### src/rtl/mai_pkg.sv
// Shared types for the multiplexed address memory interface.
// Assumes: one access in flight at a time.
package mai_pkg;
    typedef enum logic [2:0] {
        PH_IDLE    = 3'd0,
        PH_ADDR_HI = 3'd1,
        PH_ADDR_LO = 3'd2,
        PH_ACCESS  = 3'd3,
        PH_DONE    = 3'd4
    } mai_phase_e;
endpackage

### src/rtl/mai_seq.sv
// Phase sequencer: accepts a request while idle, captures it, and steps
// through the fixed phases one clock each. Assumes clk_en gates every update.
module mai_seq
    import mai_pkg::*;
#(
    parameter int ADDR_W = 16,
    parameter int DATA_W = 8
) (
    input  logic              clk,
    input  logic              rst_n,
    input  logic              clk_en,
    input  logic              req_valid,
    input  logic              req_write,
    input  logic [ADDR_W-1:0] req_addr,
    input  logic [DATA_W-1:0] req_wdata,
    output mai_phase_e        phase,
    output logic [ADDR_W-1:0] addr_q,
    output logic              write_q,
    output logic [DATA_W-1:0] wdata_q
);
    // Phase advance and request capture, frozen while clk_en is low.
    always_ff @(posedge clk) begin
        if (!rst_n) begin
            phase   <= PH_IDLE;
            addr_q  <= '0;
            write_q <= 1'b0;
            wdata_q <= '0;
        end else if (clk_en) begin
            case (phase)
                PH_IDLE: begin
                    if (req_valid) begin
                        phase   <= PH_ADDR_HI;
                        addr_q  <= req_addr;
                        write_q <= req_write;
                        wdata_q <= req_wdata;
                    end
                end
                PH_ADDR_HI: phase <= PH_ADDR_LO;
                PH_ADDR_LO: phase <= PH_ACCESS;
                PH_ACCESS:  phase <= PH_DONE;
                default:    phase <= PH_IDLE;
            endcase
        end
    end

    AST_STALL_FREEZE: assert property (@(posedge clk) disable iff (!rst_n)
        !clk_en |=> $stable(phase) && $stable(addr_q));
    AST_BUSY_IGNORED: assert property (@(posedge clk) disable iff (!rst_n)
        (phase != PH_IDLE) |=> $stable(addr_q) && $stable(write_q) && $stable(wdata_q));
    AST_ONE_CLOCK_PHASE: assert property (@(posedge clk) disable iff (!rst_n)
        (clk_en && phase == PH_ADDR_HI) |=> phase == PH_ADDR_LO);
endmodule

### src/rtl/mai_drive.sv
// Output decode: selects the address byte by phase and raises the strobe,
// read level, write pulse and data enable. Assumes ADDR_W = 2*BUS_W.
module mai_drive
    import mai_pkg::*;
#(
    parameter int ADDR_W = 16,
    parameter int BUS_W  = 8,
    parameter int DATA_W = 8
) (
    input  mai_phase_e        phase,
    input  logic [ADDR_W-1:0] addr_q,
    input  logic              write_q,
    input  logic [DATA_W-1:0] wdata_q,
    output logic [BUS_W-1:0]  mem_addr,
    output logic              hi_strobe,
    output logic              rd_level,
    output logic              wr_pulse,
    output logic [DATA_W-1:0] data_out,
    output logic              data_oe,
    output logic              busy
);
    localparam int HI_LSB = ADDR_W - BUS_W;

    logic in_data_window;

    // Address byte mux: upper byte only during the strobe phase.
    always_comb begin
        if (phase == PH_ADDR_HI) mem_addr = addr_q[ADDR_W-1:HI_LSB];
        else                     mem_addr = addr_q[BUS_W-1:0];
    end

    // Control decode for strobe, access levels and bus drive.
    always_comb begin
        hi_strobe      = (phase == PH_ADDR_HI);
        busy           = (phase != PH_IDLE);
        rd_level       = (phase == PH_ACCESS) && !write_q;
        wr_pulse       = (phase == PH_ACCESS) && write_q;
        in_data_window = (phase == PH_ADDR_LO) || (phase == PH_ACCESS) || (phase == PH_DONE);
        data_oe        = in_data_window && write_q;
        data_out       = data_oe ? wdata_q : '0;
    end
endmodule

### src/rtl/mai_hi_latch.sv
// Model of the external upper-address register: captures the low HI_BITS
// of the address port while the strobe is high and joins them with the port.
module mai_hi_latch #(
    parameter int BUS_W   = 8,
    parameter int HI_BITS = 4
) (
    input  logic                     clk,
    input  logic                     rst_n,
    input  logic                     clk_en,
    input  logic                     strobe,
    input  logic [BUS_W-1:0]         bus_in,
    output logic [HI_BITS+BUS_W-1:0] phys_addr
);
    logic [HI_BITS-1:0] hi_bits_q;

    // Capture the needed upper bits during the strobe.
    always_ff @(posedge clk) begin
        if (!rst_n)                 hi_bits_q <= '0;
        else if (clk_en && strobe)  hi_bits_q <= bus_in[HI_BITS-1:0];
    end

    assign phys_addr = {hi_bits_q, bus_in};

    AST_LATCH_CAPTURE: assert property (@(posedge clk) disable iff (!rst_n)
        (clk_en && strobe) |=> phys_addr[HI_BITS+BUS_W-1:BUS_W] == $past(bus_in[HI_BITS-1:0]));
endmodule

### src/rtl/mux_addr_mem_if.sv
// Top: multiplexed address memory interface with the external upper-address
// register model. Assumes one access at a time and a synchronous active-low clear.
module mux_addr_mem_if
    import mai_pkg::*;
#(
    parameter int ADDR_W  = 16,
    parameter int BUS_W   = 8,
    parameter int DATA_W  = 8,
    parameter int HI_BITS = 4
) (
    input  logic                     clk,
    input  logic                     rst_n,
    input  logic                     clk_en,
    input  logic                     req_valid,
    input  logic                     req_write,
    input  logic [ADDR_W-1:0]        req_addr,
    input  logic [DATA_W-1:0]        req_wdata,
    output logic [BUS_W-1:0]         mem_addr,
    output logic                     hi_strobe,
    output logic                     rd_level,
    output logic                     wr_pulse,
    output logic [DATA_W-1:0]        data_out,
    output logic                     data_oe,
    output logic                     busy,
    output logic [HI_BITS+BUS_W-1:0] phys_addr
);
    mai_phase_e        phase;
    logic [ADDR_W-1:0] addr_q;
    logic              write_q;
    logic [DATA_W-1:0] wdata_q;

    mai_seq #(.ADDR_W(ADDR_W), .DATA_W(DATA_W)) u_seq (
        .clk(clk), .rst_n(rst_n), .clk_en(clk_en),
        .req_valid(req_valid), .req_write(req_write),
        .req_addr(req_addr), .req_wdata(req_wdata),
        .phase(phase), .addr_q(addr_q), .write_q(write_q), .wdata_q(wdata_q)
    );

    mai_drive #(.ADDR_W(ADDR_W), .BUS_W(BUS_W), .DATA_W(DATA_W)) u_drive (
        .phase(phase), .addr_q(addr_q), .write_q(write_q), .wdata_q(wdata_q),
        .mem_addr(mem_addr), .hi_strobe(hi_strobe), .rd_level(rd_level),
        .wr_pulse(wr_pulse), .data_out(data_out), .data_oe(data_oe), .busy(busy)
    );

    mai_hi_latch #(.BUS_W(BUS_W), .HI_BITS(HI_BITS)) u_hi_latch (
        .clk(clk), .rst_n(rst_n), .clk_en(clk_en),
        .strobe(hi_strobe), .bus_in(mem_addr), .phys_addr(phys_addr)
    );

    AST_STROBE_SINGLE: assert property (@(posedge clk) disable iff (!rst_n)
        (clk_en && hi_strobe) |=> !hi_strobe && busy);
    AST_LO_HELD: assert property (@(posedge clk) disable iff (!rst_n)
        (clk_en && busy && !hi_strobe) |=> $stable(mem_addr));
    AST_WR_AFTER_LO: assert property (@(posedge clk) disable iff (!rst_n)
        $rose(wr_pulse) |-> $stable(mem_addr) && !$past(hi_strobe) && $past(busy));
    AST_RD_WR_EXCL: assert property (@(posedge clk) disable iff (!rst_n)
        !(rd_level && (wr_pulse || data_oe)));
    AST_CTRL_ONLY_BUSY: assert property (@(posedge clk) disable iff (!rst_n)
        (rd_level || wr_pulse || hi_strobe || data_oe) |-> busy);
endmodule

### config.mk
export PLATFORM = sky130hd
export DESIGN_NAME = mux_addr_mem_if
export DESIGN_NICKNAME = d
export VERILOG_FILES = /design/src/rtl/mai_pkg.sv /design/src/rtl/mai_seq.sv /design/src/rtl/mai_drive.sv /design/src/rtl/mai_hi_latch.sv /design/src/rtl/mux_addr_mem_if.sv
export SDC_FILE = /design/constraint.sdc
export NUM_CORES = 1
export LEC_CHECK = 0
export CAP_MARGIN = 20
export CORE_MARGIN = 2
export CORE_UTILIZATION = 50
export DETAILED_ROUTE_END_ITERATION = 8
export DONT_BUFFER_PORTS = 1
export SLEW_MARGIN = 20
export SYNTH_ARGS = -nofsm -noshare
export SYNTH_HDL_FRONTEND = slang
export SYNTH_SLANG_ARGS = --single-unit
### constraint.sdc
create_clock -name clk -period 1.5 [get_ports clk]
set_input_delay 0.15 -clock clk [delete_from_list [all_inputs] [get_ports clk]]
set_output_delay 0.15 -clock clk [all_outputs]
set_load 0.03 [all_outputs]
Yosys cells after proc, flatten, opt, wreduce, memory -nomap -nowiden --
Index checks and enable logic that the tools add are counted. W data, S select, Z words.
Operators by class: equal/unequal tests 5, reduce and logical (&&, ||, !) cells 11, multiplexer cells 4
Operators by type and width (number):
- $mux W8 | 2
- $pmux W3 S4 | 1
- $eq A3 B2 Y1 const B | 2
- $logic_and A1 B1 Y1 | 4
- $eq A3 B1 Y1 const B | 1
- $eq A3 B3 Y1 const B | 1
- $logic_not A3 Y1 | 1
- $mux W3 | 1
- $reduce_and A3 Y1 | 1
- $reduce_bool A3 Y1 | 1
- $logic_or A1 B1 Y1 | 2
- $ne A2 B2 Y1 const B | 1
- $reduce_and A2 Y1 | 1
- $logic_not A1 Y1 | 1
Word-level totals: register bits after elaboration 32, word-level logic and storage cells 25, input bits 29

Logic depth before layout (Yosys ltp) --
Gate-level depths: netlist of the first run.
depth in word-level cells 5, mapped depth 5

Modules after synthesis --
A second synthesis of the first run with hierarchy kept.
Unflattened totals: cells, all modules 186, area total of the unflattened synthesis 1672.9 um2
By module, submodules not included:
- mai_seq | seq. area each 560.5 um2, times used 1, area an instance 1163.6 um2, cells an instance 125
- mai_drive | seq. area each 0.0 um2, times used 1, area an instance 280.3 um2, cells an instance 35
- mai_hi_latch | seq. area each 80.1 um2, times used 1, area an instance 229.0 um2, cells an instance 26

Worst setup path before layout of the first run --
No wires, ideal clock.
path type register to output, from register u_seq.phase[1], to output port phys_addr[4], path slack -188 ps, path buffers 3, arrival time 1538 ps, required time 1350 ps, stages on the path, launching flop included 6, cell sequence dfxtp_1 buf_2 nor3b_1 buf_2 mux2_2 buf_4
Between the ends: longest elaborated chain between the ends 2
Ends and longest elaborated chain:
- start, declared | RTL line mai_seq.sv:16 | output mai_phase_e phase,
- start signal, assigned | RTL line mai_seq.sv:24 | phase <= PH_IDLE;
- start signal, assigned | RTL line mai_seq.sv:32 | phase <= PH_ADDR_HI;
- start signal, assigned | RTL line mai_seq.sv:38 | PH_ADDR_HI: phase <= PH_ADDR_LO;
- $eq A3 B1 Y1
- named net hi_strobe | RTL line mux_addr_mem_if.sv:19 | output logic hi_strobe,
- $mux W8 | RTL line mai_drive.sv:28 | if (phase == PH_ADDR_HI) mem_addr = addr_q[ADDR_W-1:HI_LSB];
- end, declared | RTL line mux_addr_mem_if.sv:25 | output logic [HI_BITS+BUS_W-1:0] phys_addr
The timed path passes the listed nets, and every way through them passes these cells.

Worst setup path after layout of the first run --
from register u_seq.phase[0], to output port data_out[3]
Between the ends: longest elaborated chain between the ends 5, elaborated cells on any way between the ends 7, those cells by class eq/ne (3); mux (1); reduce/logical (3)
Ends and longest elaborated chain:
- $eq A3 B2 Y1 | RTL line mai_drive.sv:38 | in_data_window = (phase == PH_ADDR_LO) || (phase == PH_ACCESS) || (phase == PH_DONE);
- $logic_or A1 B1 Y1 | RTL line mai_drive.sv:38
- $logic_or A1 B1 Y1 (*) | RTL line mai_drive.sv:38
- $logic_and A1 B1 Y1 (*) | RTL line mai_drive.sv:39 | data_oe = in_data_window && write_q;
- $mux W8 (*) | RTL line mai_drive.sv:40 | data_out = data_oe ? wdata_q : '0;
- end, declared | RTL line mux_addr_mem_if.sv:22 | output logic [DATA_W-1:0] data_out,
Mark *: on every way between the ends. The rest lies on a longest branch, timed or not.

==> results of run 1 <==
## what timing repair did
item,4_1_cts,5_1_grt
buffers inserted,8,2
hold buffers,27,0
gates resized for setup,25,14
hold endpoints to repair,32,0
gates cloned,1,2
setup endpoints to repair,28,54
pin swaps,8,11
## state kept, by name, summed over array words and instances, names as in the netlist
| register | count |
|---|---|
| u_seq.phase | 3 |
| u_seq.wdata_q | 8 |
| u_seq.write_q | 1 |
| u_hi_latch.hi_bits_q | 4 |
| u_seq.addr_q | 16 |
## layout by cell type, fill, tap and decap left out, types with 5 or more instances in the layout
| cell | Yosys | routed |
|---|---|---|
| and2_4 | 0 | 10 |
| clkbuf_4 | 0 | 5 |
| nor2b_1 | 6 | 6 |
| mux2i_1 | 30 | 28 |
| dlygate4sd3_1 | 0 | 26 |
| mux2_4 | 0 | 8 |
| dfxtp_1 | 32 | 29 |
| nand2_1 | 50 | 50 |
| buf_6 | 3 | 7 |
| buf_4 | 8 | 8 |
## per-layer routing
metal	vias up	global-route usage [%]
li1	631	-
met1	573	25.3
met2	36	34.8
met3	6	7.79
met4	0	6.67
met5	-	0
## cells in the mapped netlist
| cell | n |
|---|---|
| nand2_1 | 50 |
| dfxtp_1 | 32 |
| mux2i_1 | 30 |
| and2_1 | 10 |
| buf_4 | 8 |
| mux2_2 | 8 |
| nor2b_1 | 6 |
| clkbuf_1 | 5 |
| buf_2 | 3 |
| buf_6 | 3 |
| nand2b_1 | 3 |
| a21boi_0 | 1 |
| a21oi_1 | 1 |
| a21oi_4 | 1 |
| and3b_1 | 1 |
| and4b_1 | 1 |
| and4bb_2 | 1 |
| clkbuf_2 | 1 |
| inv_1 | 1 |
| nand3b_1 | 1 |
| nor2_1 | 1 |
| nor3b_1 | 1 |
| o211ai_1 | 1 |
| o21a_1 | 1 |
| or3_1 | 1 |
| or3b_1 | 1 |
## how the worst max path moves through the flow
stage                    from            to  slack, ns  cells past startpoint
6_report       u_seq.phase[0]   data_out[3]      -0.23                      3
5_1_grt        u_seq.phase[2]  phys_addr[2]      -0.31                      4
4_1_cts        u_seq.phase[0]   data_out[1]      -0.25                      3
3_5_place_dp   u_seq.phase[2]   mem_addr[1]       0.05                      4
3_3_place_gp   u_seq.phase[2]   mem_addr[1]       0.05                      4
2_1_floorplan  u_seq.phase[0]  phys_addr[4]      -0.05                      4
## cell families after synthesis
logic type,count (synthesis),share of synthesized area (%)
compound gates,5,2.77
buf+inv,21,8.62
flops,32,40.5
mux,38,24.7
simple gates,77,23.5
## power breakdown
group | switching (uW) | internal [uW] | leakage, uW
registers | 32.2 | 893 | 0.000263
logic | 217 | 213 | 0.000570
clock network | 283 | 223 | 0.0000380
## critical path, delay by kind of cell (launching register included)
family             cells  cell delay, ns
and+or+nand+nor        2            0.66
DFF                    1            0.37
AOI/OAI and AO/OA      1            0.21
## final cells by class
type,count,area [um2]
Inverter,1,3.75
Tap cell,44,55.1
Clock inverter,2,10.0
Sequential cell,32,649
Clock buffer,6,51.3
Timing Repair Buffer,46,509
Fill cell,231,833
Multi-Input combinational cell,121,916
## metrics by stage
step	total power [uW]	TNS (ns)	instance area, um2
3_3_place_gp	1200	0	1610
3_5_place_dp	1210	0	1610
6_report	1860	-5.98	2190
4_1_cts	1830	-6.27	2070
2_1_floorplan	1230	-0.628	1660
5_1_grt	1960	-10.00	2190
==> summary.txt, run 1 <==
STA
  – # setup viols final: 49
  – Final Hold Fails: 0
  – Final Worst Setup Slack: -0.231 ns
  – Worst-Margin Slew: roughly 0.34 ns
  – Hold_ws: 0.0298 ns
  – Final Skew: 0.0103 ns
  – RSZ-0062 raised after global routing: true
  – Max_slew headroom: 77.2%
  – Fin crit share: 115%
  – Crit path time final: ~1.7 ns
  – Highest Clock Rate: 578 MHz
  – Final Max Slew Viols: 0

Layout
  – Share of layout cells above drive strength 1: 28.8%
  – Finished Layout Cells: 252
  – Area grow syn2layout: 38.7%
  – Number of diodes: 0
  – Nets: ~240
  – Layout Utilization: 72.5%

Routing
  – Vias/cell: 4.94
  – Met3 routed wirelength: 192 um
  – Met1 Wirelength: 1.61 mm
  – Top routing layer used: met4
  – DR DRC count: 0
  – WL per Instance: between 10 and 15 um
  – DRT antenna net count: 0
  – Number of DRC markers in iteration 0: 76
  – DR WL met2: 1.92 mm
  – Overall routed net length: 3.77 mm
  – Via Count: between 1000 and 1500
  – Pre-antenna DRT Iters: 4

Run status
  – Violated checks: setup timing
  – Status: complete, but fails checks

Place
  – Dpl hpwl: 2.03 mm
  – GP Congestion: around 0.76
  – PortBufs: 0
  – Placed cells: between 200 and 250
  – Place WS: 0.0462 ns

Synthesis
  – Post-synth top area cell: dfxtp_1
  – Yosys cell types: 26
  – Part of the Yosys area used for sequential elements: 40.5%
  – Synth area leaders: dfxtp_1 (40%), mux2i_1 (19%), nand2_1 (12%)
  – Syn Inst Count: ~170
  – Avg Synthesized Cell Area: 9.15 um2
  – Syn nets: 202
  – Number of synthesized register bits: 32
  – Mapped Area: 1580 um2
  – Share of the synthesized area in the top cell type: 40.5%
  – Synth warn: 0

Worst setup path
  – Worst R2R Path Depth: 7
  – Type of the worst setup path: reg -> out
  – Crit path largest cell delay: 0.43 ns
  – Reg2reg start: u_seq.phase[2]
  – Critical Path Start Type: register
  – CP Max Fanout: 5
  – CP max stage cell: or3b_4
  – R2R Setup Slk: -0.06 ns
  – Crit end category: primary output
  – Arrival @ worst endpoint: between 1.5 and 2 ns
  – Critical path, cell by cell: or3b_4 -> a21oi_4 -> and2_4
  – RR Endpoint: u_seq.wdata_q[6]
  – Required time worst endpoint: between 1 and 1.5 ns

Hold path
  – Hold Path End: u_seq.wdata_q[0]
  – WHS Path Cells: 2
  – Hold Crit Class: in -> reg
  – Hold_sp: rst_n

Floorplan
  – Rows: 20
  – IO Count: 62
  – Die ar.: 3630 um2
  – Initial Util: between 50% and 60%
  – Die Wd: 60.3 um
  – Height of the die: 60.3 um
  – Core area: slightly above 3000 um2

Global route
  – Overall Global Routing Usage: 21.1%
  – Largest net degree at the start of global routing: 57
  – First-pass GRT wire length: between 5 and 6 mm
  – Vias in the first global route: between 1000 and 1500
  – Total gr overflow: 0
  – Initial antenna violation count: 0

Clock tree
  – Clk root buf: clkbuf_4
  – H-tree depth: 2
  – Clk sinks: 32
  – Cts bufs inserted: 5
  – Clock-pin slew on the worst setup and hold paths: 0.10 ns
  – Max Buffers Root-to-Sink: 2
  – Clock insertion delay at the later pin of the skew report: between 0.3 and 0.4 ns
  – CTS tree: done

Job
  – Maximum capacitance violations: 0

Pwr
  – Worst vdd ir: 0.541 mV
  – Pwr dens: between 800 and 900 nW/um2
  – Leakage: 0.000871 uW
(Power assumes the default switching activity.)
==> run 2, diff against run 1 <==
- PLACE_DENSITY_LB_ADDON: unset -> 0.1
==> run 2 against run 1 <==
Against the previous run:
- the flow still finishes with violations (setup timing)
- routed wire length decreased by 11%
- maximum frequency increased by 2.1%
- first-iteration DRC count decreased by 33%
- critical path depth unchanged
- cell count decreased by 4.0%
- design area decreased by 7.2%
- flip-flop and latch count unchanged
- clock skew decreased by 0.0061 ns
- combinational power decreased by 12%
- die area unchanged
- worst setup slack improved by 0.036 ns
==> summary.txt, run 2 (same netlist as run 1, synthesis figures left out) <==
Routing
  – Vias/cell: 5.10 (+3.2%)
  – WL per Instance: 13.8 um (-7.7%)
  – Pre-antenna DRT Iters: 4 (unchanged)
  – Number of DRC markers in iteration 0: 51 (-33%)
  – DRT antenna net count: 0 (unchanged)
  – Via Count: 1235 (-0.88%)
  – DR DRC count: 0 (unchanged)
  – Overall routed net length: 3.34 mm (-11%)

Floorplan
  – Initial Util: 52.3% (unchanged)
  – Rows: 20 (unchanged)
  – IO Count: 62 (unchanged)
  – Core area: 3030 um2 (unchanged)
  – Die Wd: 60.3 um (unchanged)
  – Die ar.: 3630 um2 (unchanged)
  – Height of the die: 60.3 um (unchanged)

Clock tree
  – Max Buffers Root-to-Sink: 2 (unchanged)
  – Cts bufs inserted: 5 (unchanged)
  – Clock insertion delay at the later pin of the skew report: 0.32 ns (about the same)
  – H-tree depth: 2 (unchanged)
  – Clk sinks: 32 (unchanged)
  – CTS tree: done
  – Clock-pin slew on the worst setup and hold paths: 0.08 ns (-0.02 ns)
  – Clk root buf: clkbuf_4

Pwr
  – Worst vdd ir: 0.682 mV (+26%)
  – Psw: 491 uW (-7.8%)
  – Int Pwr: 1240 uW (-6.7%)
  – Sequential power share: 53.2% (+3.5 points)
  – Leakage: 0.000794 uW (-8.8%)
  – Clock share of power: 24.9% (-2.3 points)
  – Combinational Power Share: 21.8% (-1.3 points)
  – Pwr Total: 1730 uW (-7.0%)
  – Pwr dens: 849 nW/um2 (+0.17%)
  – Sw frac: 28.4% (-0.23 points)

Layout
  – Largest registers: u_seq.addr_q x16, u_seq.wdata_q x8, u_hi_latch.hi_bits_q x4
  – Area grow syn2layout: 28.7%
  – Register area: 649 um2 (unchanged)
  – Cell area after layout: 2040 um2 (-7.2%)
  – Fillers: 265 (+15%)
  – Nets: 227 (-3.8%)
  – Share of layout cells above drive strength 1: 23.7% (-5.1 points)
  – Commonest non-fill, non-tap cell in the layout: nand2_1
  – Most frequent cells in the layout: nand2_1 (50), mux2i_1 (30), dfxtp_1 (29)
  – Area of the multi-input gates: 895 um2 (-2.3%)
  – Number of diodes: 0 (unchanged)
  – Top reg by flops: u_seq.addr_q
  – Layout Utilization: 67.3% (-5.2 points)
  – Largest register FFs: 16 (unchanged)

STA
  – Max_slew headroom: 78.4% (+1.2 points)
  – Crit path time final: 1.69 ns (-0.0363 ns)
  – RSZ-0062 raised after global routing: true
  – Fin crit share: 113% (-2.4 points)
  – Final Hold Fails: 0 (unchanged)
  – Final Max Slew Viols: 0 (unchanged)
  – Highest Clock Rate: 590 MHz (+2.1%)
  – # setup viols final: 25 (-49%)
  – Worst-Margin Slew: 0.324 ns (-0.0183 ns)
  – Final Worst Setup Slack: -0.194 ns (+0.0363 ns)
  – Final Skew: 0.00417 ns (-0.00609 ns)

Place
  – GP Congestion: 0.704 (-7.0%)
  – PortBufs: 0 (unchanged)
  – Dpl hpwl: 2.04 mm (+0.11%)
  – DP Area: 1630 um2 (+1.6%)
  – Place WS: -0.00321 ns (-0.0494 ns)

Worst setup path
  – Critical Path Start Type: register
  – Crit path largest cell delay: 0.41 ns (-0.02 ns)
  – Buffers and inverters on the worst path: 0 (unchanged)
  – Critical path's top delay family: simple AND/OR/NAND/NOR gates
  – Crit end category: primary output
  – Critical path, cell by cell: or3b_4 -> a21oi_4 -> and2_4
  – Required time worst endpoint: 1.35 ns (about the same)
  – CP max stage cell: or3b_4
  – Type of the worst setup path: reg -> out
  – Arrival @ worst endpoint: 1.54 ns (-0.04 ns)
  – CP Max Fanout: 4 (-1)

Global route
  – First-pass GRT wire length: 5.30 mm (-4.7%)
  – Overall Global Routing Usage: 20.0% (-1.1 points)
  – Largest net degree at the start of global routing: 58 (+1.8%)
  – Total gr overflow: 0 (unchanged)
  – Vias in the first global route: 1192 (-2.8%)
  – Initial antenna violation count: 0 (unchanged)

Hold path
  – Hold Crit Class: in -> reg

Run status
  – Status: complete, but fails checks
  – Violated checks: setup timing

Job
  – Maximum capacitance violations: 0 (unchanged)
[run 2: changes by cell type in the layout (fill, tap and decap cells not counted), moves of 2 or more]
| cell | change |
|---|---|
| buf_6 | -5 |
| mux2i_1 | +2 |
| clkbuf_16 | -2 |
| mux2i_2 | -2 |
| buf_4 | -2 |
[run 2: path summary, 6_finish.rpt]
path,from,to,slack [ns],depth (start not counted)
worst max-delay path,u_seq.phase[2],data_out[4],-0.19,3
worst min-delay path,clk_en,u_seq.phase[0],0.01,2
worst max register to register,u_seq.phase[2],u_seq.addr_q[6],0.10,5
worst min register to register,u_seq.addr_q[5],u_seq.addr_q[5],0.46,2
[run 2: repair_timing]
item                       4_1_cts  5_1_grt
gates cloned                     1        0
hold buffers                    27        0
hold endpoints to repair        32        0
resized for setup               16        7
pin swaps                       10        6
setup endpoints to repair       28       42
setup buffers                    3        0
[run 2: per-layer routing]
metal	global-route usage, %	share of wire, %
met4	8.57	1.9
met3	5.84	5.7
met1	24.2	43
met5	0	0
met2	32.8	49
[run 2: layout make-up]
class	count	share of cell area [%]
well taps	44	2.70
multi-input cells	121	43.9
clock inverters	1	0.246
clock buffers	6	2.03
flip-flops and latches	32	31.9
repair buffers	37	19.0
inverters	1	0.184
[run 2: power by group through the flow]
stage	Sequential, uW	Clock [uW]	Combinational (uW)
floorplan	934	0	295
global placement	940	0	275
detailed placement	943	0	280
CTS	921	458	372
global route	927	496	407
finish	921	432	378
[run 2: through the flow]
stage	cells	hold WS, ns	setup TNS, ns
after floorplan	173	0.292	-0.628
after global placement	204	0.279	0
after CTS	242	0.00801	-4.63
final	242	0.0135	-4.09
after global routing	242	0.0367	-5.67
after detailed placement	204	0.281	-0.0105
[run 2: worst register-to-register path, stage by stage (launching register included)]
cell and delay (ns):
dfxtp_4 0.36, buf_4 0.14, nor2_1 0.13, and4b_2 0.30
buf_12 0.19, mux2i_1 0.21
==> run 3, diff against run 2 <==
- CORE_MARGIN: 2 -> 1
==> run 3 against run 2 <==
Against the previous run:
- the flow still finishes with violations (setup timing)
- global-route usage is 0.92 points higher
- routed wire length increased by 1.6%
- combinational power hardly changed
- largest power group unchanged
==> summary.txt, run 3 (same netlist as run 1, synthesis figures left out) <==
Layout
  – Cell area after layout: 2090 um2 (+2.8%)
  – Area grow syn2layout: 32.3%
  – Nets: 229 (+0.88%)
  – Layout Utilization: 69.2% (+1.9 points)
  – Top reg by flops: u_seq.addr_q
  – Area of the multi-input gates: 893 um2 (-0.14%)
  – Most frequent cells in the layout: nand2_1 (50), mux2i_1 (30), dfxtp_1 (29)
  – Register area: 649 um2 (unchanged)
  – Largest register FFs: 16 (unchanged)
  – Finished Layout Cells: 245 (+1.2%)
  – Largest registers: u_seq.addr_q x16, u_seq.wdata_q x8, u_hi_latch.hi_bits_q x4
  – Fillers: 244 (-7.9%)
  – Number of diodes: 0 (unchanged)
  – Commonest non-fill, non-tap cell in the layout: nand2_1
  – Share of layout cells above drive strength 1: 24.4% (+0.64 points)

Worst setup path
  – Critical path, cell by cell: or3b_4 -> a21oi_4 -> and2_4
  – Crit path largest cell delay: 0.43 ns (+0.02 ns)
  – Worst R2R Path Depth: 5 (unchanged)
  – Crit end category: primary output
  – Reg2reg start: u_seq.phase[0]
  – Type of the worst setup path: reg -> out
  – Required time worst endpoint: 1.35 ns (about the same)
  – Critical path's top delay family: simple AND/OR/NAND/NOR gates
  – CP max stage cell: or3b_4
  – Critical Path Start Type: register
  – Arrival @ worst endpoint: 1.55 ns (about the same)
  – R2R Setup Slk: 0.09 ns (about the same)
  – CP Max Fanout: 5 (+1)
  – Buffers and inverters on the worst path: 0 (unchanged)
  – RR Endpoint: u_seq.wdata_q[3]

Global route
  – Vias in the first global route: 1184 (-0.67%)
  – Largest net degree at the start of global routing: 58 (unchanged)
  – Overall Global Routing Usage: 20.9% (+0.92 points)
  – Total gr overflow: 0 (unchanged)
  – First-pass GRT wire length: 5.35 mm (+1.0%)
  – Initial antenna violation count: 0 (unchanged)

Routing
  – Vias/cell: 4.94 (-3.2%)
  – Pre-antenna DRT Iters: 4 (unchanged)
  – Overall routed net length: 3.39 mm (+1.6%)
  – DRT antenna net count: 0 (unchanged)
  – DR WL met2: 1.62 mm (-1.9%)
  – WL per Instance: 13.8 um (+0.32%)
  – Top routing layer used: met4
  – DR DRC count: 0 (unchanged)
  – Via Count: 1210 (-2.0%)
  – Met1 Wirelength: 1.54 mm (+7.5%)
  – Number of DRC markers in iteration 0: 50 (-2.0%)
  – Met3 routed wirelength: 188 um (-1.6%)

STA
  – # setup viols final: 26 (+4.0%)
  – Final Skew: 0.00784 ns (+0.00367 ns)
  – Highest Clock Rate: 587 MHz (-0.53%)
  – Final Worst Setup Slack: -0.204 ns (-0.00909 ns)
  – Final Hold Fails: 0 (unchanged)
  – Crit path time final: 1.70 ns (+0.00909 ns)
  – Max_slew headroom: 78.0% (-0.37 points)
  – RSZ-0062 raised after global routing: true
  – Worst-Margin Slew: 0.329 ns (+0.00562 ns)
  – Final Max Slew Viols: 0 (unchanged)
  – Fin crit share: 114% (+0.61 points)

Clock tree
  – Max Buffers Root-to-Sink: 2 (unchanged)
  – CTS tree: done
  – Clock-pin slew on the worst setup and hold paths: 0.09 ns (about the same)
  – Cts bufs inserted: 5 (unchanged)
  – Clk sinks: 32 (unchanged)
  – Clk root buf: clkbuf_4
  – H-tree depth: 2 (unchanged)
  – Clock insertion delay at the later pin of the skew report: 0.32 ns (about the same)

Floorplan
  – IO Count: 62 (unchanged)
  – Die ar.: 3390 um2 (-6.5%)
  – Core area: 3030 um2 (unchanged)
  – Height of the die: 58.3 um (-3.3%)
  – Die Wd: 58.3 um (-3.3%)
  – Rows: 20 (unchanged)
  – Initial Util: 52.3% (unchanged)

Place
  – DP Area: 1630 um2 (-0.31%)
  – Placed cells: 205 (+0.49%)
  – Dpl hpwl: 2.01 mm (-1.5%)
  – PortBufs: 0 (unchanged)
  – Place WS: 0.0294 ns (+0.0326 ns)
  – GP Congestion: 0.648 (-7.9%)

Hold path
  – WHS Path Cells: 2 (unchanged)
  – Hold_sp: clk_en
  – Hold Crit Class: in -> reg
  – Hold Path End: u_seq.phase[2]

Pwr
  – Leakage: 0.000826 uW (+4.0%)
  – Worst vdd ir: 0.670 mV (-1.8%)
  – Pwr dens: 964 nW/um2 (+13%)

Job
  – Maximum capacitance violations: 0 (unchanged)

Run status
  – Status: complete, but fails checks
  – Violated checks: setup timing
## run 3: worst register-to-register path, stage by stage, from the launching register on
cell and delay [ns]:
dfxtp_4 0.37, buf_4 0.15, nor2_1 0.12, and4b_2 0.29
buf_12 0.18, mux2i_1 0.24
## run 3: metrics by stage
stage / hold slack [ns] / TNS, ns / power [uW]
floorplan: 0.292 / -0.628 / 1230
global placement: 0.280 / 0 / 1210
detailed placement: 0.282 / 0 / 1220
finish: 0.0256 / -4.77 / 2020
CTS: 0.00829 / -5.34 / 2030
global route: 0.0223 / -6.45 / 2110
## run 3: report_power, final
group | leakage [uW] | switching, uW | internal (uW)
registers | 0.000263 | 30.4 | 893
clock network | 0.0000515 | 276 | 443
logic | 0.000512 | 204 | 172
total | 0.000826 | 511 | 1510
## run 3: routing by layer
metal / global-route usage (%) / vias to the layer above
li1: - / 614
met1: 25.4 / 557
met2: 34.8 / 35
met3: 6.70 / 4
met4: 7.14 / 0
met5: 0 / -
## run 3: timing repair
action                                 4_1_cts  5_1_grt
pin swaps                                    8        6
gates cloned                                 1        0
resized for setup                           19        5
buffers inserted                             3        2
endpoints found under the hold margin       32        0
hold buffers                                27        0
setup endpoints to repair                   28       29
## run 3: how the worst max path moves through the flow
| stage | start | to | depth (start not counted) |
|---|---|---|---|
| final | u_seq.phase[1] | data_out[2] | 3 |
| after floorplan | u_seq.phase[0] | phys_addr[4] | 4 |
| after global routing | u_seq.phase[2] | mem_addr[1] | 4 |
| after CTS | u_seq.phase[1] | data_out[6] | 3 |
| after detailed placement | u_seq.phase[0] | mem_addr[1] | 3 |
| after global placement | u_seq.phase[2] | mem_addr[5] | 4 |
## run 3: layout make-up
cell class              count  share of cell area, %
well taps                  44                   2.63
clock buffers               7                   3.11
repair buffers             39                   19.0
clock inverters             1                   1.43
flip-flops and latches     32                   31.0
multi-input cells         121                   42.7
inverters                   1                  0.179
